==> config.mk <==
export PLATFORM = sky130hd
export DESIGN_NAME = hdlc_tx_framer
export DESIGN_NICKNAME = d
export VERILOG_FILES = /design/src/rtl/hdlc_tx_pkg.sv /design/src/rtl/hdlc_tx_queue.sv /design/src/rtl/hdlc_tx_serializer.sv /design/src/rtl/hdlc_tx_event.sv /design/src/rtl/hdlc_tx_framer.sv
export SDC_FILE = /design/constraint.sdc
export NUM_CORES = 1
export LEC_CHECK = 0
export ABC_AREA = 1
export BUFFER_PORTS_ARGS = -buffer_cell sky130_fd_sc_hd__buf_2
export CORE_ASPECT_RATIO = 1.4
export CORE_MARGIN = 2
export CORE_UTILIZATION = 56
export DETAILED_ROUTE_END_ITERATION = 12
export PLACE_DENSITY = 0.85
export SYNTH_ARGS = -nofsm -noshare
export SYNTH_HDL_FRONTEND = slang
export SYNTH_SLANG_ARGS = --single-unit
==> constraint.sdc <==
create_clock -name clk -period 3.88 [get_ports clk]
set_clock_uncertainty 0.05 [all_clocks]
set_input_delay 0.194 -clock clk [delete_from_list [all_inputs] [get_ports clk]]
set_output_delay 0.194 -clock clk [all_outputs]
set_load 0.01 [all_outputs]
==> src/rtl/hdlc_tx_pkg.sv <==
package hdlc_tx_pkg;

    localparam logic [7:0] FLAG_BYTE = 8'h7E;
    localparam int unsigned STUFF_RUN = 5;

    typedef enum logic [2:0] {
        S_IDLE,
        S_WAIT_CTS,
        S_OPEN,
        S_DATA,
        S_CLOSE,
        S_DONE
    } tx_state_e;

    typedef struct packed {
        logic [7:0] data;
        logic       eof;
        logic       irq;
    } q_entry_t;

endpackage

==> src/rtl/hdlc_tx_queue.sv <==
module hdlc_tx_queue
    import hdlc_tx_pkg::*;
#(
    parameter int unsigned DEPTH = 16
) (
    input  logic     clk,
    input  logic     rst_n,
    input  logic     push,
    input  q_entry_t push_ent,
    input  logic     pop,
    output q_entry_t head,
    output logic     full,
    output logic     frame_avail
);

    localparam int unsigned AW = (DEPTH > 1) ? $clog2(DEPTH) : 1;
    localparam int unsigned CW = $clog2(DEPTH + 1);

    typedef struct packed {
        logic [AW-1:0] wp;
        logic [AW-1:0] rp;
        logic [CW-1:0] cnt;
        logic [CW-1:0] frames;
    } q_state_t;

    q_state_t q_q, q_d;
    q_entry_t mem_q [DEPTH];

    function automatic logic [AW-1:0] bump(input logic [AW-1:0] p);
        return (p == AW'(DEPTH - 1)) ? '0 : p + AW'(1);
    endfunction

    always_comb begin
        q_d = q_q;
        if (push) q_d.wp = bump(q_q.wp);
        if (pop)  q_d.rp = bump(q_q.rp);
        case ({push, pop})
            2'b10:   q_d.cnt = q_q.cnt + CW'(1);
            2'b01:   q_d.cnt = q_q.cnt - CW'(1);
            default: q_d.cnt = q_q.cnt;
        endcase
        case ({push && push_ent.eof, pop && head.eof})
            2'b10:   q_d.frames = q_q.frames + CW'(1);
            2'b01:   q_d.frames = q_q.frames - CW'(1);
            default: q_d.frames = q_q.frames;
        endcase
    end

    always_ff @(posedge clk or negedge rst_n) begin
        if (!rst_n) q_q <= '0;
        else        q_q <= q_d;
    end

    always_ff @(posedge clk) begin
        if (push) mem_q[q_q.wp] <= push_ent;
    end

    assign head        = mem_q[q_q.rp];
    assign full        = (q_q.cnt == CW'(DEPTH));
    assign frame_avail = (q_q.frames != '0);


    count_range_chk: assert property (@(posedge clk) disable iff (!rst_n)
        q_q.cnt <= CW'(DEPTH));


    pop_when_held_chk: assert property (@(posedge clk) disable iff (!rst_n)
        pop |-> (q_q.cnt != '0) && (q_q.frames != '0));

endmodule

==> src/rtl/hdlc_tx_serializer.sv <==
module hdlc_tx_serializer
    import hdlc_tx_pkg::*;
#(
    parameter int unsigned FLAG_W = 4
) (
    input  logic              clk,
    input  logic              rst_n,
    input  logic              bit_en,
    input  logic [FLAG_W-1:0] extra_flags,
    input  logic              cts,
    input  logic              frame_avail,
    input  q_entry_t          head,
    output logic              pop,
    output logic              txd,
    output logic              rts,
    output logic              txb_last
);

    typedef struct packed {
        tx_state_e         st;
        logic [7:0]        sh;
        logic              eof;
        logic              irq;
        logic [2:0]        idx;
        logic [FLAG_W-1:0] fcnt;
        logic [2:0]        ones;
        logic              txd;
        logic              rts;
        logic              txb;
    } ser_state_t;

    ser_state_t s_q, s_d;

    always_comb begin
        s_d     = s_q;
        s_d.txb = 1'b0;
        pop     = 1'b0;
        case (s_q.st)
            S_IDLE: begin
                s_d.txd = 1'b1;
                s_d.rts = 1'b0;
                if (frame_avail) begin
                    s_d.st  = S_WAIT_CTS;
                    s_d.rts = 1'b1;
                end
            end
            S_WAIT_CTS: begin
                if (bit_en && cts) begin
                    s_d.st   = S_OPEN;
                    s_d.idx  = '0;
                    s_d.fcnt = extra_flags;
                end
            end
            S_OPEN: begin
                if (bit_en) begin
                    s_d.txd = FLAG_BYTE[s_q.idx];
                    if (s_q.idx == 3'd7) begin
                        s_d.idx = '0;
                        if (s_q.fcnt == '0) begin
                            s_d.st   = S_DATA;
                            s_d.sh   = head.data;
                            s_d.eof  = head.eof;
                            s_d.irq  = head.irq;
                            s_d.ones = '0;
                            pop      = 1'b1;
                        end else begin
                            s_d.fcnt = s_q.fcnt - FLAG_W'(1);
                        end
                    end else begin
                        s_d.idx = s_q.idx + 3'd1;
                    end
                end
            end
            S_DATA: begin
                if (bit_en) begin
                    if (s_q.ones == 3'(STUFF_RUN)) begin
                        s_d.txd  = 1'b0;
                        s_d.ones = '0;
                    end else begin
                        s_d.txd  = s_q.sh[s_q.idx];
                        s_d.ones = s_q.sh[s_q.idx] ? s_q.ones + 3'd1 : 3'd0;
                        if (s_q.idx == 3'd7) begin
                            s_d.idx = '0;
                            if (s_q.eof) begin
                                s_d.st = S_CLOSE;
                            end else begin
                                s_d.sh  = head.data;
                                s_d.eof = head.eof;
                                s_d.irq = head.irq;
                                pop     = 1'b1;
                            end
                        end else begin
                            s_d.idx = s_q.idx + 3'd1;
                        end
                    end
                end
            end
            S_CLOSE: begin
                if (bit_en) begin
                    if (s_q.ones == 3'(STUFF_RUN)) begin
                        s_d.txd  = 1'b0;
                        s_d.ones = '0;
                    end else begin
                        s_d.txd = FLAG_BYTE[s_q.idx];
                        if (s_q.idx == 3'd7) begin
                            s_d.idx = '0;
                            s_d.st  = S_DONE;
                            s_d.txb = s_q.irq;
                        end else begin
                            s_d.idx = s_q.idx + 3'd1;
                        end
                    end
                end
            end
            S_DONE: begin
                if (bit_en) begin
                    s_d.txd = 1'b1;
                    s_d.rts = 1'b0;
                    s_d.st  = S_IDLE;
                end
            end
            default: s_d.st = S_IDLE;
        endcase
    end

    always_ff @(posedge clk or negedge rst_n) begin
        if (!rst_n) begin
            s_q     <= '0;
            s_q.st  <= S_IDLE;
            s_q.txd <= 1'b1;
        end else begin
            s_q <= s_d;
        end
    end

    assign txd      = s_q.txd;
    assign rts      = s_q.rts;
    assign txb_last = s_q.txb;


    line_low_needs_rts_chk: assert property (@(posedge clk) disable iff (!rst_n)
        !s_q.txd |-> s_q.rts);


    rts_release_chk: assert property (@(posedge clk) disable iff (!rst_n)
        $fell(s_q.rts) |-> s_q.txd);


    stuff_zero_chk: assert property (@(posedge clk) disable iff (!rst_n)
        (s_q.st == S_DATA && bit_en && s_q.ones == 3'(STUFF_RUN)) |=> !s_q.txd);

endmodule

==> src/rtl/hdlc_tx_event.sv <==
module hdlc_tx_event (
    input  logic clk,
    input  logic rst_n,
    input  logic set_buf,
    input  logic set_frame,
    input  logic clr,
    input  logic mask_we,
    input  logic mask_wd,
    output logic evt,
    output logic irq
);

    typedef struct packed {
        logic evt;
        logic mask;
    } ev_state_t;

    ev_state_t e_q, e_d;

    always_comb begin
        e_d      = e_q;
        e_d.evt  = (e_q.evt && !clr) || set_buf || set_frame;
        if (mask_we) e_d.mask = mask_wd;
    end

    always_ff @(posedge clk or negedge rst_n) begin
        if (!rst_n) e_q <= '0;
        else        e_q <= e_d;
    end

    assign evt = e_q.evt;
    assign irq = e_q.evt && e_q.mask;


    evt_clear_chk: assert property (@(posedge clk) disable iff (!rst_n)
        (clr && !set_buf && !set_frame) |=> !e_q.evt);


    evt_rise_chk: assert property (@(posedge clk) disable iff (!rst_n)
        $rose(e_q.evt) |-> $past(set_buf || set_frame));

endmodule

==> src/rtl/hdlc_tx_framer.sv <==
module hdlc_tx_framer
    import hdlc_tx_pkg::*;
#(
    parameter int unsigned DEPTH  = 16,
    parameter int unsigned FLAG_W = 4
) (
    input  logic              clk,
    input  logic              rst_n,
    input  logic              bit_en,
    input  logic [FLAG_W-1:0] extra_flags,
    input  logic              wr_en,
    input  logic [7:0]        wr_data,
    input  logic              wr_buf_end,
    input  logic              wr_frame_end,
    input  logic              wr_int_en,
    output logic              wr_ready,
    input  logic              cts,
    output logic              rts,
    output logic              txd,
    input  logic              evt_clr,
    input  logic              mask_we,
    input  logic              mask_wd,
    output logic              txb_event,
    output logic              irq
);

    logic     full;
    logic     frame_avail;
    logic     push;
    logic     pop;
    logic     set_buf;
    logic     txb_last;
    q_entry_t push_ent;
    q_entry_t head;

    assign wr_ready      = !full;
    assign push          = wr_en && !full;
    assign push_ent.data = wr_data;
    assign push_ent.eof  = wr_frame_end;
    assign push_ent.irq  = wr_int_en && (wr_buf_end || wr_frame_end);
    assign set_buf       = push && wr_buf_end && !wr_frame_end && wr_int_en;

    hdlc_tx_queue #(.DEPTH(DEPTH)) u_queue (
        .clk         (clk),
        .rst_n       (rst_n),
        .push        (push),
        .push_ent    (push_ent),
        .pop         (pop),
        .head        (head),
        .full        (full),
        .frame_avail (frame_avail)
    );

    hdlc_tx_serializer #(.FLAG_W(FLAG_W)) u_ser (
        .clk         (clk),
        .rst_n       (rst_n),
        .bit_en      (bit_en),
        .extra_flags (extra_flags),
        .cts         (cts),
        .frame_avail (frame_avail),
        .head        (head),
        .pop         (pop),
        .txd         (txd),
        .rts         (rts),
        .txb_last    (txb_last)
    );

    hdlc_tx_event u_event (
        .clk       (clk),
        .rst_n     (rst_n),
        .set_buf   (set_buf),
        .set_frame (txb_last),
        .clr       (evt_clr),
        .mask_we   (mask_we),
        .mask_wd   (mask_wd),
        .evt       (txb_event),
        .irq       (irq)
    );


    no_overflow_chk: assert property (@(posedge clk) disable iff (!rst_n)
        (wr_en && full) |-> !push);

endmodule

==> summary.txt, run 1 <==
Outcome
  – Status: complete, no violations

Synth
  – Cells after Synth: 1068
  – Sequential area share after synthesis: 60.9%
  – Synth cell count leaders: 376 x nand2_1, 184 x inv_1, 160 x edfxtp_1
  – Post-synth top area cell: edfxtp_1
  – Synth top area share: 49.1%
  – Yosys warns: 0
  – Dominant synthesized flop cell: edfxtp_1
  – Mapped Area: 9790 um^2
  – Top cells by area, synth: edfxtp_1 49%, nand2_1 14%, dfrtp_1 12%
  – Synth Net Count: 1113
  – Mapped Avg Cell Area: 9.16 um^2
  – Asr flop ratio synth: 22.3%
  – Post-synth EDFFs: 160
  – Most common cell in the netlist: nand2_1
  – Post-synth cell types: 35
  – Flops & latches, synth: 206

Timing
  – Final Setup Violations: 0
  – Relative slew slack: 19.1%
  – Post-Route Setup TNS: 0 ns
  – Max-slew violations: 0
  – Final hold slack: 0.0284 ns
  – Crit path time final: 3.05 ns
  – RSZ-0062 raised after global routing: no
  – Maximum clock frequency: 328 MHz
  – Final worst-path cycle share: 78.5%
  – Fin. Hold Viols: 0
  – Final worst slack: 0.833 ns
  – Worst-margin pin slew: 1.21 ns

Critical path
  – RR Endpoint: u_queue.q_q[4]
  – Flop2flop setup slack: 0.83 ns
  – Critical Path Fanout Max: 10
  – Setup CP Type: reg -> reg
  – CP required: 4.26 ns
  – CP max stage delay: 0.49 ns
  – FF-to-FF Start: u_ser.s_q[10]
  – Type of origin of the critical path: flip-flop
  – Cell Chain, Critical Path: ha_1, ha_1, inv_1, o21ai_1, nand3_1, nor2_4, inv_2, nor2_1, ha_1, xor2_1, ha_1, inv_1, nand2_1, nand3_1, nand2_1, xor2_1, nand2_1, nand2_1
  – CP max-delay cell: dfrtp_1
  – Cells on worst reg2reg path: 18
  – Crit path capture type: flip-flop
  – Worst EP arrival: 3.43 ns

Route
  – DRT antenna net count: 0
  – TritonRoute pass-1 iters: 5
  – DR WL/cell: 15.0 um
  – Vias per Instance: 5.17
  – DR vias: 7009
  – DRC violation count after routing: 0
  – Final WL: 20300 um
  – Initial drt markers: 656

Power
  – Worst IR drop on VDD: 0.000394 V
  – Leak pwr: 0.00510 uW
  – NetSw: 2850 uW
  – Logic pwr share: 35.0%
  – Switching fraction of total power: 36.8%
  – Part of the power in registers: 38.3%
  – Clock share of power: 26.7%
  – PwrDens: 706 nW/um^2
  – Pint: 4890 uW

Min path
  – Hold_sp: bit_en
  – WHS Endpoint: u_ser.txb_last
  – Worst min path class: in -> reg
  – Hold Path Stages: 3

Floorplan
  – Area of the die: 18600 um^2
  – Die Span X: 116 um
  – Core Box Area: 17300 um^2
  – Die height: 160 um
  – # rows: 57
  – Initial Util: 56.7%
  – Io pins: 28

Finish
  – Register area: 5960 um^2
  – # fillers: 1297
  – ANT cells: 0
  – Area Overhead vs Synth: 12.0%
  – Final net count: 1150
  – Layout cells sized above 1: 7.86%
  – Multi-input gate area: 2960 um^2

CTS
  – CTS Root Cell: clkbuf_16
  – Clock Sinks: 206
  – Max Root-Sink Buffers: 3
  – Post-CTS sizing: 0
  – CTS tree: built
  – Clock buffer count from CTS: 20
  – Clk slew on worst S/H paths: 0.06 ns
  – Clk_lat worst skew: 0.50 ns
  – H-Tree Depth: 1

Global routing
  – Number of global-route vias before repair: 7063
  – Initial antenna violation count: 0
  – Grt total ovfl: 0
  – GR Util All Layers: 22.4%
  – Global-route wire length before repair: 32600 um
  – Largest net degree at the start of global routing: 51

Place
  – RePlAce Congestion: 0.920
  – I/O Buffers: 27
  – Dpl ws: 0.844 ns
  – DP HPWL: 13400 um

Flow run
  – # Max-Cap Violations: 0
-- kinds of logic after synthesis --
group | after synthesis | share of synthesized area (%)
AOI/OAI and AO/OA | 48 | 2.61
xor gates and xnor gates | 13 | 1.16
adders and majority gates | 22 | 2.89
buffers and inverters | 223 | 8.86
DFF | 206 | 60.9
muxes | 1 | 0.115
and+or+nand+nor | 555 | 23.5
-- layer usage --
metal	wire [um]	track usage, %	vias to the layer above
met1	7410	24.1	3223
met4	977	12.0	0
li1	-	-	3454
met5	0	0	-
met3	1090	3.51	78
met2	10800	41.2	254
-- critical path, delay by kind of cell (launching register included) --
family	cells	cell delay (ns)
buf+inv	3	0.18
fa+ha+maj	4	0.94
flops	1	0.49
simple gates	8	0.82
compound gates	1	0.11
xor+xnor	2	0.39
-- cells in the final DEF, fill, tap and decap left out, types with 2 or more instances in the layout --
cell type,synthesis,routed
o21ai_1,3,3
dlygate4sd3_1,0,9
xor2_1,8,8
nand2_1,376,376
clkinv_1,1,2
a21oi_1,12,12
nand2_2,2,2
nand3_1,121,121
clkbuf_16,0,21
o21ai_0,27,27
inv_2,4,4
ha_1,21,21
dfrtp_1,45,44
xnor2_1,5,5
buf_4,0,13
nor2_1,41,41
clkbuf_1,16,2
nand3b_1,2,2
clkinv_2,0,4
buf_2,12,27
inv_1,184,184
edfxtp_1,160,160
bufinv_16,0,4
nor2_4,2,2
o21bai_1,2,2
nand4_1,6,6
clkinvlp_4,0,2
-- what timing repair did --
| action | 4_1_cts | 5_1_grt |
|---|---|---|
| setup endpoints to repair | 0 | 0 |
| endpoints found under the hold margin | 51 | 0 |
| buffers inserted | 0 | 0 |
| hold buffers | 9 | 0 |
-- power by group through the flow --
stage | clock network [uW] | logic (uW) | registers, uW
after CTS | 2090 | 2690 | 2960
after global placement | 0 | 2560 | 2990
after detailed placement | 0 | 2650 | 3000
final | 2070 | 2710 | 2970
after floorplan | 0 | 2040 | 2930
after global routing | 2180 | 3060 | 3000
-- per-stage QoR --
step                      instance area (um^2)  utilization, %  power [uW]  instances
after floorplan                           9790               -        4970       1068
after global placement                   10200            58.9        5550       1310
after detailed placement                 10200            58.9        5660       1310
after CTS                                11000            63.5        7750       1355
after global routing                     11000            63.5        8240       1355
final                                    11000            63.5        7740       1355
-- flip-flops by register name (all words and copies together) (netlist names) --
signal and cells:
u_ser.s_q 23, u_ser.txb_last 1, u_ser.txd 1, u_event.evt 1, u_event.e_q 1, u_queue.mem_q 160
u_queue.q_q 18, u_ser.rts 1
-- layout make-up --
cell class              instances  share of cell area (%)
repair buffers                 49                    2.94
well taps                     236                    2.69
clock buffers                  24                    4.99
multi-input cells             639                    27.0
clock inverters                12                    1.53
inverters                     189                    6.47
flip-flops and latches        206                    54.4
-- how the worst max path moves through the flow --
stage | end | slack [ns] | cells past startpoint | start
detailed placement | u_queue.q_q[4] | 0.84 | 18 | u_ser.s_q[10]
finish | u_queue.q_q[4] | 0.83 | 18 | u_ser.s_q[10]
floorplan | u_queue.q_q[4] | 1.17 | 18 | u_ser.s_q[11]
global placement | u_queue.q_q[4] | 0.98 | 18 | u_ser.s_q[10]
global route | u_queue.q_q[4] | 0.54 | 18 | u_ser.s_q[10]
CTS | u_queue.q_q[4] | 0.82 | 18 | u_ser.s_q[10]
No activity file was read; power rests on OpenSTA's default activity.
==> run 2, diff against run 1 <==
--- a/config.mk
+++ b/config.mk
@@ -5,13 +5,13 @@
 export SDC_FILE = /design/constraint.sdc
 export NUM_CORES = 1
 export LEC_CHECK = 0
-export ABC_AREA = 1
+export ABC_AREA = 0
 export BUFFER_PORTS_ARGS = -buffer_cell sky130_fd_sc_hd__buf_2
 export CORE_ASPECT_RATIO = 1.4
 export CORE_MARGIN = 2
 export CORE_UTILIZATION = 56
 export DETAILED_ROUTE_END_ITERATION = 12
-export PLACE_DENSITY = 0.85
+export PLACE_DENSITY = 0.88
 export SYNTH_ARGS = -nofsm -noshare
 export SYNTH_HDL_FRONTEND = slang
 export SYNTH_SLANG_ARGS = --single-unit
==> constraint.sdc (replaced) <==
create_clock -name clk -period 2.65 [get_ports clk]
set_clock_uncertainty 0.05 [all_clocks]
set_input_delay 0.1325 -clock clk [delete_from_list [all_inputs] [get_ports clk]]
set_output_delay 0.1325 -clock clk [all_outputs]
set_load 0.01 [all_outputs]
==> run 2 against run 1 <==
Critical endpoint unchanged. First-iteration DRC count fell by 9.9%. Via count fell by 26%. Largest cell class unchanged. Non-clock buffer count rose by 26. Register-to-register slack got worse by 1.0 ns. Routed wire length fell by 9.5%. Fmax rose by 6.4%. The run now ends with negative setup slack left. Worst setup slack got worse by 1.0 ns.
==> summary.txt, run 2 <==
Timing
  – Final worst slack: -0.215 ns (-1.05 ns)
  – Maximum clock frequency: 349 MHz (+6.4%)
  – Post-Route Setup TNS: -0.522 ns (-0.522 ns)
  – RSZ-0062 raised after global routing: yes
  – Worst-margin pin slew: 1.15 ns (-0.0573 ns)
  – Final Setup Violations: 4 (+4)
  – Final hold slack: 0.113 ns (+0.0850 ns)
  – Max-slew violations: 0 (unchanged)
  – Crit path time final: 2.86 ns (-0.183 ns)
  – Relative slew slack: 23.0% (+3.8 points)
  – Final worst-path cycle share: 108% (+30 points)
  – Fin. Hold Viols: 0 (unchanged)

Finish
  – ANT cells: 0 (unchanged)
  – Layout cells sized above 1: 24.8% (+17 points)
  – Final net count: 682 (-41%)
  – Most common cell after layout, fill and taps aside: edfxtp_1
  – Design Area, Final: 10400 um^2 (-5.3%)
  – # fillers: 994 (-23%)
  – Biggest regs: u_queue.mem_q x160, u_ser.s_q x23, u_queue.q_q x18
  – Area Overhead vs Synth: 15.7%
  – Largest register FFs: 160 (unchanged)
  – Reg with most FFs: u_queue.mem_q
  – Most frequent cells in the layout: 160 x edfxtp_1, 42 x dfrtp_1, 40 x mux4_2, 34 x nand2_1, 34 x nor2_1

Route
  – DRT antenna net count: 0 (unchanged)
  – Final WL: 18400 um (-9.5%)
  – DRC violation count after routing: 0 (unchanged)
  – Initial drt markers: 591 (-9.9%)
  – TritonRoute pass-1 iters: 6 (+1)
  – DR vias: 5194 (-26%)
  – DR WL/cell: 21.7 um (+45%)
  – Vias per Instance: 6.13 (+18%)

Power
  – Leak pwr: 0.00366 uW (-28%)
  – NetSw: 2750 uW (-3.5%)
  – Part of the power in registers: 47.0% (+8.7 points)
  – Logic pwr share: 23.9% (-11 points)
  – Total Power: 9240 uW (+19%)
  – Clock share of power: 29.2% (+2.5 points)
  – PwrDens: 890 nW/um^2 (+26%)
  – Switching fraction of total power: 29.8% (-7.0 points)
  – Worst IR drop on VDD: 0.000590 V (+50%)
  – Pint: 6490 uW (+33%)

Synth
  – Flops & latches, synth: 206 (unchanged)
  – Sequential area share after synthesis: 66.4% (+5.5 points)
  – Cells after Synth: 566 (-47%)
  – Synth cell count leaders: 160 x edfxtp_1, 45 x dfrtp_1, 40 x mux4_2
  – Mapped Avg Cell Area: 15.9 um^2 (+73%)
  – Synth top area share: 53.5% (+4.4 points)
  – Asr flop ratio synth: 22.3% (unchanged)
  – Post-synth top area cell: edfxtp_1
  – Post-synth cell types: 61 (+74%)
  – Top cells by area, synth: edfxtp_1 54%, dfrtp_1 13%, mux4_2 10%
  – Dominant synthesized flop cell: edfxtp_1
  – Post-synth EDFFs: 160 (unchanged)
  – Synth Net Count: 611 (-45%)
  – Yosys warns: 0 (unchanged)
  – Mapped Area: 8970 um^2 (-8.3%)
  – Most common cell in the netlist: edfxtp_1

Place
  – Area after DPL: 9480 um^2 (-6.6%)
  – Dpl ws: -0.186 ns (-1.03 ns)
  – DP HPWL: 11700 um (-13%)
  – RePlAce Congestion: 0.869 (-5.6%)
  – I/O Buffers: 27 (unchanged)

Floorplan
  – Die height: 154 um (-4.1%)
  – Initial Util: 57.5% (+0.80 points)
  – Area of the die: 17100 um^2 (-8.1%)
  – # rows: 54 (-5.3%)
  – Die Span X: 111 um (-4.1%)
  – Core Box Area: 15600 um^2 (-9.6%)
  – Io pins: 28 (unchanged)

Critical path
  – Crit path capture type: flip-flop
  – Type of origin of the critical path: flip-flop
  – CP required: 3.01 ns (-1.25 ns)
  – Worst EP arrival: 3.22 ns (-0.21 ns)
  – Critical Path Fanout Max: 4 (-6)
  – Flop2flop setup slack: -0.21 ns (-1.05 ns)
  – Setup CP Type: reg -> reg

CTS
  – Clock Sinks: 206 (unchanged)
  – Clk slew on worst S/H paths: 0.06 ns (about the same)
  – Max Root-Sink Buffers: 3 (unchanged)
  – CTS Root Cell: clkbuf_16
  – H-Tree Depth: 1 (unchanged)
  – Clock buffer count from CTS: 21 (+5.0%)
  – Clk_lat worst skew: 0.49 ns (about the same)
  – CTS tree: built

Global routing
  – GR Util All Layers: 21.7% (-0.74 points)
  – Grt total ovfl: 0 (unchanged)
  – Global-route wire length before repair: 29100 um (-11%)
  – Number of global-route vias before repair: 5388 (-24%)
  – Initial antenna violation count: 0 (unchanged)
  – Largest net degree at the start of global routing: 47 (-7.8%)

Outcome
  – Status: complete, but fails checks
  – Failing checks: negative setup slack

Min path
  – Worst min path class: in -> reg

Flow run
  – # Max-Cap Violations: 0 (unchanged)
run 2: cell type report:
| class | instances | area, um^2 | share of cell area [%] |
|---|---|---|---|
| clock buffer | 28 | 572 | 5.51 |
| clock inverter | 10 | 57.6 | 0.554 |
| inverter | 19 | 71.3 | 0.687 |
| multi-input combinational | 314 | 2920 | 28.2 |
| sequential | 206 | 5960 | 57.4 |
| tap | 196 | 245 | 2.36 |
| timing repair buffer | 75 | 553 | 5.33 |
run 2: power by group through the flow:
stage | combinational [uW] | clock (uW) | sequential [uW]
2_1_floorplan | 1560 | 0 | 4280
3_3_place_gp | 1970 | 0 | 4320
3_5_place_dp | 2120 | 0 | 4370
4_1_cts | 2170 | 2740 | 4320
5_1_grt | 2430 | 2860 | 4390
6_report | 2210 | 2690 | 4340
run 2: worst max-delay path, cell delays in order, from the launching register on:
cell and delay, ns:
dfrtp_2 0.41, buf_4 0.16, mux2i_1 0.11, mux4_2 0.47, mux2_4 0.29, nor2_4 0.11, ha_4 0.17, xor2_2 0.09
ha_4 0.19, inv_1 0.06, o21ai_1 0.06, a21o_1 0.18, a221oi_2 0.27, xor2_1 0.16
run 2: per-stage QoR:
step / instances / util, %
after global placement: 787 / 60.8
after detailed placement: 787 / 60.8
after global routing: 848 / 66.5
final: 848 / 66.5
after CTS: 845 / 66.1
after floorplan: 566 / -
run 2: cells by family (layout without fill, tap and decap cells):
kind of cell	after synthesis	count (layout)	synth area share (%)
DFF	206	206	66.4
and+or+nand+nor	123	123	6.62
AOI/OAI and AO/OA	92	92	7.43
muxes	64	64	12.8
buffers and inverters	46	132	2.34
adders and majority gates	23	23	3.26
xor gates and xnor gates	12	12	1.17
run 2: path summary, 6_finish.rpt:
path	startpoint	to	cells after the start
min reg2reg	u_queue.q_q[4]	u_queue.q_q[4]	1
max	u_queue.q_q[12]	u_queue.q_q[4]	13
max in group asynchronous	rst_n	u_queue.q_q[12]	2
min	wr_en	u_queue.q_q[17]	4
min in group asynchronous	rst_n	u_queue.q_q[9]	2
max reg2reg	u_queue.q_q[12]	u_queue.q_q[4]	13
run 2: per-layer routing:
layer	GRT usage [%]	share of wire (%)	up-vias
li1	-	-	2337
met1	26.5	38	2628
met2	39.1	54	178
met3	3.27	4.6	51
met4	8.15	3.5	0
met5	0	0	-
run 2: timing repair:
action,CTS,global route
hold endpoints to repair,198,0
hold buffers,20,0
setup buffers,0,3
pin swaps,3,5
gates cloned,0,0
endpoints found under the setup margin,4,9
resized for setup,3,10
